$ cat src/rtl/ninebit_uart_tx.sv
module ninebit_uart_tx #(
  parameter int DW = 8
) (
  input  logic          clk,
  input  logic          rst_n,
  input  logic          load_i,
  input  logic [DW-1:0] data_i,
  input  logic          bit9_i,
  input  logic          par_en_i,
  input  logic          tick_i,
  input  logic          clr_done_i,
  output logic          txd_o,
  output logic          busy_o,
  output logic          done_o
);
  localparam int LAST = DW + 2;
  localparam int CW = $clog2(LAST + 1);
  localparam logic [CW-1:0] IDX_STOP = CW'(LAST);
  localparam logic [CW-1:0] IDX_NINTH = CW'(LAST - 1);

  logic          busy_q, armed_q, done_q;
  logic [CW-1:0] idx_q;
  logic [DW:0]   frame_q;

  wire accept     = load_i & ~busy_q;
  wire ninth      = par_en_i ? ^data_i : bit9_i;
  wire running    = busy_q & ~armed_q;
  wire step       = running & tick_i;
  wire enter_stop = step & (idx_q == IDX_NINTH);

  always_ff @(posedge clk or negedge rst_n) begin
    if (!rst_n) begin
      busy_q  <= 1'b0;
      armed_q <= 1'b0;
      idx_q   <= '0;
      frame_q <= '0;
    end else if (accept) begin
      busy_q  <= 1'b1;
      armed_q <= 1'b1;
      idx_q   <= '0;
      frame_q <= {ninth, data_i};
    end else if (busy_q && tick_i) begin
      if (armed_q) begin
        armed_q <= 1'b0;
      end else if (idx_q == IDX_STOP) begin
        busy_q <= 1'b0;
      end else begin
        idx_q <= idx_q + 1'b1;
        if (idx_q != '0) frame_q <= frame_q >> 1;
      end
    end
  end

  always_ff @(posedge clk or negedge rst_n) begin
    if (!rst_n)          done_q <= 1'b0;
    else if (enter_stop) done_q <= 1'b1;
    else if (clr_done_i) done_q <= 1'b0;
  end

  always_comb begin
    if (!running)              txd_o = 1'b1;
    else if (idx_q == '0)      txd_o = 1'b0;
    else if (idx_q == IDX_STOP) txd_o = 1'b1;
    else                       txd_o = frame_q[0];
  end

  assign busy_o = busy_q;
  assign done_o = done_q;
endmodule


$ cat config.mk
export PLATFORM = sky130hd
export DESIGN_NAME = ninebit_uart_tx
export DESIGN_NICKNAME = d
export VERILOG_FILES = /design/src/rtl/ninebit_uart_tx.sv
export SDC_FILE = /design/constraint.sdc
export NUM_CORES = 1
export LEC_CHECK = 0
export CAP_MARGIN = 20
export CORE_MARGIN = 2
export CORE_UTILIZATION = 60
export DETAILED_ROUTE_END_ITERATION = 8
export DONT_BUFFER_PORTS = 1
export PLACE_DENSITY = 0.76
export SLEW_MARGIN = 20
export SYNTH_ARGS = -nofsm -noshare
export SYNTH_HDL_FRONTEND = slang
export SYNTH_SLANG_ARGS = --single-unit
$ cat constraint.sdc
create_clock -name clk -period 2 [get_ports clk]
set_input_delay 0.4 -clock clk [delete_from_list [all_inputs] [get_ports clk]]
set_output_delay 0.4 -clock clk [all_outputs]
set_load 0.05 [all_outputs]
-- Word-level counts from Yosys, hierarchy flattened
Index checks and enable logic that the tools add are counted.
- flip-flop bits (word level): 16
- word-level logic and storage cells: 48
- bitwise operators: 6
- mux-type cells: 21
- equality and inequality tests: 4
- $add $sub $neg: 1
- reductions and logical operators: 11
- operators by type and width (cell ; count):
    2-to-1 mux 9 bit ; 5
    2-to-1 mux 4 bit ; 4
    2-to-1 mux 1 bit ; 12
    equality test 4 bit, second input constant ; 2
    nonzero test 2 bit ; 4
    parity 8 bit ; 1
    AND reduction 3 bit ; 2
    adder 4 x 1 -> 4 bit, second input constant ; 1
    AND 1 bit ; 4
    logical NOT 4 bit ; 1
    AND reduction 4 bit ; 1
    nonzero test 4 bit ; 1
    != test 2 x 1 -> 1 bit, second input constant ; 1
    != test 2 bit, second input constant ; 1
    NOT 1 bit ; 2
    logical AND 1 bit ; 1

-- Depth between registers and ports, before layout
Gate-level depths: netlist (run 1).
- depth in word-level cells: 6
- mapped depth: 7

-- Worst setup path after synthesis (run 1)
Ideal clock, no wire load.
- kind: reg-to-output
- start: register idx_q[0]
- end: output port txd_o
- cell stages (with the launch flop): 6
- arrival: 1.467 ns
- slack: 0.133 ns
- data required time: 1.600 ns
- buffers on the path: 0
- path through: dfrtp_1 > inv_1 > ha_1 > and2b_2 > o21ai_0 > nand4_1
- cells in the longest elaborated chain, start to end: 4
- RTL lines (element ; line ; RTL):
    from (decl) ; 22 ; logic [CW-1:0] idx_q;
    from (signal assigned) ; 48 ; idx_q <= idx_q + 1'b1;
    equality test 4 bit ; 63 ; else if (idx_q == IDX_STOP) txd_o = 1'b1;
    2-to-1 mux 1 bit ; 63 ;
    2-to-1 mux 1 bit * ; 62 ; else if (idx_q == '0) txd_o = 1'b0;
    2-to-1 mux 1 bit * ; 61 ; if (!running) txd_o = 1'b1;
    to (decl) ; 12 ; output logic txd_o,
Every way passes the cells marked *; elsewhere a longest branch is shown, timed or not.

-- Worst setup path in the final report (run 1)
- start: register idx_q[1]
- end: output port txd_o
Same word-level chain as after synthesis.

==> results.toml, run 1 <==
[cells_and_area]
design_area_sq_um = 1020
fill_cells = 109
utilization_pct = 69.6
area_growth_syn_to_layout_pct = 11.9
fin_nets = 119
layout_common_cells = "dfrtp_1 (15), nand2_1 (11), o21ai_0 (9)"
drive_gt1_share_pct = 19.2
mostFrequentLayoutCell = "dfrtp_1"
diodes = 0

[power_and_ir_drop]
max-vdd-ir-drop_mv = 0.911
p_clk_share_pct = 16.8
p_leak_nw = 0.485
internal-power_uw = 787
p_switching_uw = 543
p_seq_share_pct = 40.6
p_sw_share_pct = 40.8
power_mw = 1.33
combPwrFrac_pct = 42.5
cellPowerDensity_nw_per_um2 = 1300

[critical_path]
worst_setup_path_start_kind = "flop"
worstPathCellList = "ha_4, and2b_2, o21ai_1, nand4_1, buf_6"
worst_path_max_delay_cell = "dfrtp_2"
cpPeakStageDelay_ns = 0.46
path_max_fanout = 3
crit_required_ns = 1.60
cp.arrival_ns = 1.54
worst-setup-path-type = "flop to primary output"
crit_buf_inv = 1
path_delay_family = "flip-flops"
worst_setup_path_end_kind = "primary output"

[detailed_routing]
vias = 664
firstDrtPassIters = 4
wl_um = 1670
wl_per_cell_um = 14.5
drtIter0Drc = 10
postRouteAntennaNets = 0
drc = 0
via_per_inst = 5.77

[global_route]
grt_usage_pct = 21.1
antenna_found_initial = 0
overflow = 0
grt_pass1_vias = 645
grt_pass1_wl_um = 2870
grt_max_degree = 18

[timing]
fin_ws_ns = 0.0564
slew_headroom_pct = 51.8
worst_pin_slew_ns = 0.720
post-route-min-period_ns = 1.94
skew_ns = 0.00164
report.final.setup_viol = 0
fmax_ghz = 0.514
hold_viol = 0
finalCritPeriodShare_pct = 97.2
maxSlewViolCount = 0
tns_ns = 0

[clock_tree]
cts_root_buffer = "clkbuf_4"
clk_latency_ns = 0.30
clk_path_buf_depth = 2
cts_buffers = 3
clock-sinks = 16
htreeDepth = 1
tritoncts = "done"
clkTransAtPathRegs_ns = 0.10

[placement]
dp_slack_ns = 0.190
gp_congestion = 0.784
post_dp_cell_area_sq_um = 938
io_buffers = 0
dp_hpwl_um = 1130

[logic_synthesis]
ys_seq_area_share_pct = 43.7
synth.net_count = 110
avgSynthCellArea_sq_um = 10.1
yosysWarnings = 0
synth.area.top_cells = "dfrtp_1 (44%), mux2i_1 (8.7%), xnor2_1 (7.7%)"
synth_cell_type_count = 27
ys.flop_type = "dfrtp_1"
ys_seq_elements = 16
synth_top_cell_by_area = "dfrtp_1"
syn_inst = 91
synth_edf_count = 0
async_flop_share_pct = 100
synth_area_sq_um = 916
synth_top_cell_area_share_pct = 43.7

[floorplanning]
die_area_sq_um = 1860
die_y_um = 43.1
die_w_um = 43.1
io_pins = 18
initial_core_util_pct = 62.2
core_sq_um = 1470
rows = 14

[outcome]
status = "completed"

[worst_hold_path]
min_path_type = "primary input to flop"

[run]
cap_viol_max_count = 0
-- registers in the layout, summed over array words and instances (netlist names) --
signal,cells
frame_q,9
busy_o,1
armed_q,1
done_o,1
idx_q,4
-- synthesized netlist by cell type (all sizes together), types with 2 or more instances --
cell type / number
o21ai: 12
inv: 5
xor2: 2
ha: 4
nand2: 11
nand3: 2
xnor2: 8
clkbuf: 2
mux2i: 8
nand4: 2
a31oi: 2
a21oi: 2
nor2: 5
dfrtp: 16
-- per-stage QoR --
step / cells / hold slack [ns]
finish: 115 / 0.199
global route: 115 / 0.210
CTS: 114 / 0.196
detailed placement: 107 / 0.105
global placement: 107 / 0.105
floorplan: 91 / 0.104
-- repair_timing --
action | 4_1_cts | 5_1_grt
resized for setup | 2 | 5
buffers inserted | 2 | 1
pin swaps | 1 | 1
endpoints found under the setup margin | 1 | 1
hold buffers | 1 | 0
endpoints found under the hold margin | 16 | 0
gates cloned | 0 | 0
-- power groups by stage --
| stage | combinational (mW) | sequential [mW] | clock [mW] |
|---|---|---|---|
| 2_1_floorplan | 0.408 | 0.531 | 0 |
| 3_3_place_gp | 0.465 | 0.536 | 0 |
| 3_5_place_dp | 0.479 | 0.543 | 0 |
| 4_1_cts | 0.542 | 0.527 | 0.225 |
| 5_1_grt | 0.634 | 0.552 | 0.238 |
| 6_report | 0.566 | 0.541 | 0.224 |
-- kinds of logic (layout without fill, tap and decap cells) --
| group | count (synthesis) | count (layout) | share of synthesized area [%] |
|---|---|---|---|
| and+or+nand+nor | 28 | 28 | 16.1 |
| AOI/OAI and AO/OA | 17 | 17 | 12.2 |
| DFF | 16 | 16 | 43.7 |
| xor gates and xnor gates | 10 | 10 | 9.56 |
| muxes | 8 | 8 | 8.74 |
| buffers and inverters | 8 | 16 | 4.23 |
| adders and majority gates | 4 | 4 | 5.46 |
-- worst paths after layout --
check / cells after the start / start / endpoint / slack (ns)
max in group asynchronous: 1 / rst_n / idx_q[1] / 0.92
min in group asynchronous: 1 / rst_n / busy_o / 0.59
max reg2reg: 6 / idx_q[0] / frame_q[7] / 0.18
min: 1 / clr_done_i / done_o / 0.20
min reg2reg: 2 / frame_q[3] / frame_q[3] / 0.49
max: 5 / idx_q[1] / txd_o / 0.06
-- layout make-up --
| class | count | area [sq um] | area share, % |
|---|---|---|---|
| timing repair buffer | 7 | 58.8 | 5.74 |
| sequential | 16 | 402 | 39.2 |
| clock buffer | 4 | 36.3 | 3.54 |
| multi-input combinational | 67 | 489 | 47.7 |
| inverter | 5 | 18.8 | 1.83 |
| tap | 16 | 20.0 | 1.95 |
-- layer usage --
layer / part of all wire, % / global-route usage (%) / routed length [um] / up-vias
met3: 5.0 / 2.55 / 84 / 4
li1: - / - / - / 324
met5: 0 / 0 / 0 / -
met1: 47 / 28.3 / 785 / 320
met2: 46 / 32.4 / 775 / 16
met4: 1.6 / 12.7 / 27 / 0
-- worst reg2reg max path: cells and delay by family (launching register included) --
| kind | cells | cell delay, ns |
|---|---|---|
| and+or+nand+nor | 2 | 0.54 |
| AOI/OAI and AO/OA | 2 | 0.52 |
| DFF | 1 | 0.41 |
| adders and majority gates | 1 | 0.17 |
| buffers and inverters | 1 | 0.11 |
(Power assumes the default switching activity.)
==> inputs of run 2 (changes only) <==
- ABC_AREA: not set -> 1
- CORE_UTILIZATION: 60 -> 61
- PLACE_DENSITY: 0.76 -> 0.77
==> run 2 against run 1 <==
Against the previous run: final cell count increased by 44%; final area increased by 7.7%; core utilization increased by 1.9 points; setup slack improved by 0.065 ns; sequential cell count unchanged; routed wire length increased by 14%; clock skew increased by 0.0073 ns; register-to-register slack improved by 0.43 ns; synthesized area increased by 13%; critical path depth increased by 1; synthesized cell count increased by 57%; critical path type unchanged; highest routed layer unchanged.
==> results.toml, run 2 <==
[outcome]
status = "completed"

[logic_synthesis]
synth_area_sq_um = 1030
yosysWarnings = 0
synth.net_count = 162
synth_top_cell_by_area = "dfrtp_1"
synth_top_cell_area_share_pct = 38.8
synth_cell_type_count = 21
async_flop_share_pct = 100
ys_top_cells_by_count = "nand2_1 (45), inv_1 (20), dfrtp_1 (16)"
synth_edf_count = 0
ys_seq_elements = 16
ys_seq_area_share_pct = 38.8
synth.area.top_cells = "dfrtp_1 (39%), nand2_1 (16%), inv_1 (7.3%)"
syn_inst = 143
avgSynthCellArea_sq_um = 7.22
yosysMostFrequentCell = "nand2_1"
ys.flop_type = "dfrtp_1"

[cells_and_area]
area_growth_syn_to_layout_pct = 6.91
layout_common_cells = "nand2_1 (45), inv_1 (18), dfrtp_1 (16)"
mostFrequentLayoutCell = "nand2_1"
largest_reg_flops = 9
diodes = 0
reg_top3 = "frame_q (9), idx_q (4)"
drive_gt1_share_pct = 13.3
fin_nets = 170
layout.cells.non_filler = 166
top_register = "frame_q"
fill_cells = 136

[detailed_routing]
wl_um = 1910
drtIter0Drc = 11
wl_per_cell_um = 11.5
drc = 0
vias = 856
via_per_inst = 5.16
postRouteAntennaNets = 0
firstDrtPassIters = 4

[global_route]
use_met2_pct = 40.6
grt_pass1_wl_um = 3290
use_met3_pct = 6.00
grt_most_used_layer = "met2"
antenna_found_initial = 0
overflow = 0
grt_usage_pct = 22.6
grt_max_degree = 19
met1_usage_pct = 27.4
grt_pass1_vias = 814

[floorplanning]
die_y_um = 45.1
die_area_sq_um = 2040
io_pins = 18
rows = 14
die_w_um = 45.1
initial_core_util_pct = 67.0
core_sq_um = 1540

[run]
cap_viol_max_count = 0

[placement]
dp_hpwl_um = 1490
io_buffers = 0
post-place-cells = 160
gp_congestion = 0.795

[clock_tree]
cts_root_buffer = "clkbuf_4"
clkTransAtPathRegs_ns = 0.09
tritoncts = "done"
cts_buffers = 3
clock-sinks = 16
htreeDepth = 1
clk_latency_ns = 0.29
clk_path_buf_depth = 2

[critical_path]
crit_required_ns = 1.60
cp.arrival_ns = 1.48
worstPathCellList = "inv_2, ha_1, nand3_1, o21ai_1, nand3_1, buf_4"
crit_top_cell = "nand3_1"
worst_setup_path_end_kind = "primary output"
worst_path_max_delay_cell = "dfrtp_1"
cpPeakStageDelay_ns = 0.42
worst_setup_path_start_kind = "flop"
path_max_fanout = 4
reg2reg_setup_slack_ns = 0.61
worst-setup-path-type = "flop to primary output"

[timing]
slew_headroom_pct = 52.3
worst_pin_slew_ns = 0.713
tns_ns = 0
post-route-min-period_ns = 1.88
fmax_ghz = 0.532
rsz0062_at_grt = "no"
report.final.setup_viol = 0
hold_viol = 0
finalCritPeriodShare_pct = 93.9
skew_ns = 0.00894
maxSlewViolCount = 0

[power_and_ir_drop]
cellPowerDensity_nw_per_um2 = 1290
max-vdd-ir-drop_mv = 0.852
p_leak_nw = 0.578

[worst_hold_path]
min_path_type = "primary input to flop"
## run 2: cell count changes in the layout (fill, tap and decap cells not counted), moves of 7 or more
cell | before | now
nand2_1 | 11 | 45
inv_1 | 3 | 18
nor2_1 | 5 | 14
a21oi_1 | 2 | 10
mux2i_1 | 8 | 0
xnor2_1 | 8 | 1
## run 2: kinds of logic (layout without fill, tap and decap cells)
group                    count (synthesis)  count (layout)  synth area share, %
AND/OR/NAND/NOR                         74              74                 32.2
AO/OA/AOI/OAI                           25              25                 13.2
buffers and inverters                   23              30                 10.1
flip-flops                              16              16                 38.8
adder cells (fa/ha/maj)                  4               4                 4.85
XOR/XNOR                                 1               1                0.849
## run 2: power breakdown
part	total [mW]	internal, mW	switching (mW)	leakage (nW)
Clock	0.208	0.111	0.0975	0.0210
Combinational	0.657	0.239	0.418	0.376
Sequential	0.556	0.454	0.102	0.182
## run 2: worst paths after layout
| path | from | end | cells past startpoint |
|---|---|---|---|
| max in group asynchronous | rst_n | frame_q[1] | 1 |
| min reg2reg | armed_q | armed_q | 2 |
| max | idx_q[1] | txd_o | 6 |
| min in group asynchronous | rst_n | done_o | 1 |
| max reg2reg | idx_q[0] | frame_q[3] | 9 |
| min | clr_done_i | done_o | 1 |
## run 2: final cells by class
type                       instances  area (sq um)  area share (%)
tap                               16          20.0            1.81
clock buffer                       4          36.3            3.29
timing repair buffer               5          40.0            3.63
multi-input combinational        104           528            47.8
sequential                        16           400            36.3
inverter                          21          78.8            7.14
## run 2: per-layer routing
metal  part of all wire [%]  wire length (um)  vias up
li1                       -                 -      460
met2                     49               940       16
met4                   0.42                 8        0
met5                      0                 0        -
met3                    3.9                74        2
met1                     46               888      378
## run 2: timing repair
item	CTS	global route
resized for setup	0	3
setup buffers	1	0
endpoints found under the hold margin	16	0
pin swaps	0	0
endpoints found under the setup margin	1	1
hold buffers	1	0
## run 2: worst max-delay path, delay by kind of cell, from the launching register on
family / cells / cell delay (ns)
compound gates: 1 / 0.11
fa+ha+maj: 1 / 0.15
buf+inv: 2 / 0.29
flops: 1 / 0.42
simple gates: 2 / 0.23
## run 2: through the flow
step	hold WS, ns	utilization, %	total power [mW]	cell area (sq um)	setup WS [ns]
after floorplan	0.104	-	1.09	1030	0.296
after global placement	0.105	68.1	1.15	1050	0.377
after detailed placement	0.105	68.1	1.19	1050	0.311
after CTS	0.197	71.6	1.42	1100	0.0370
final	0.206	71.6	1.42	1100	0.121
after global routing	0.194	71.6	1.55	1100	0.0150
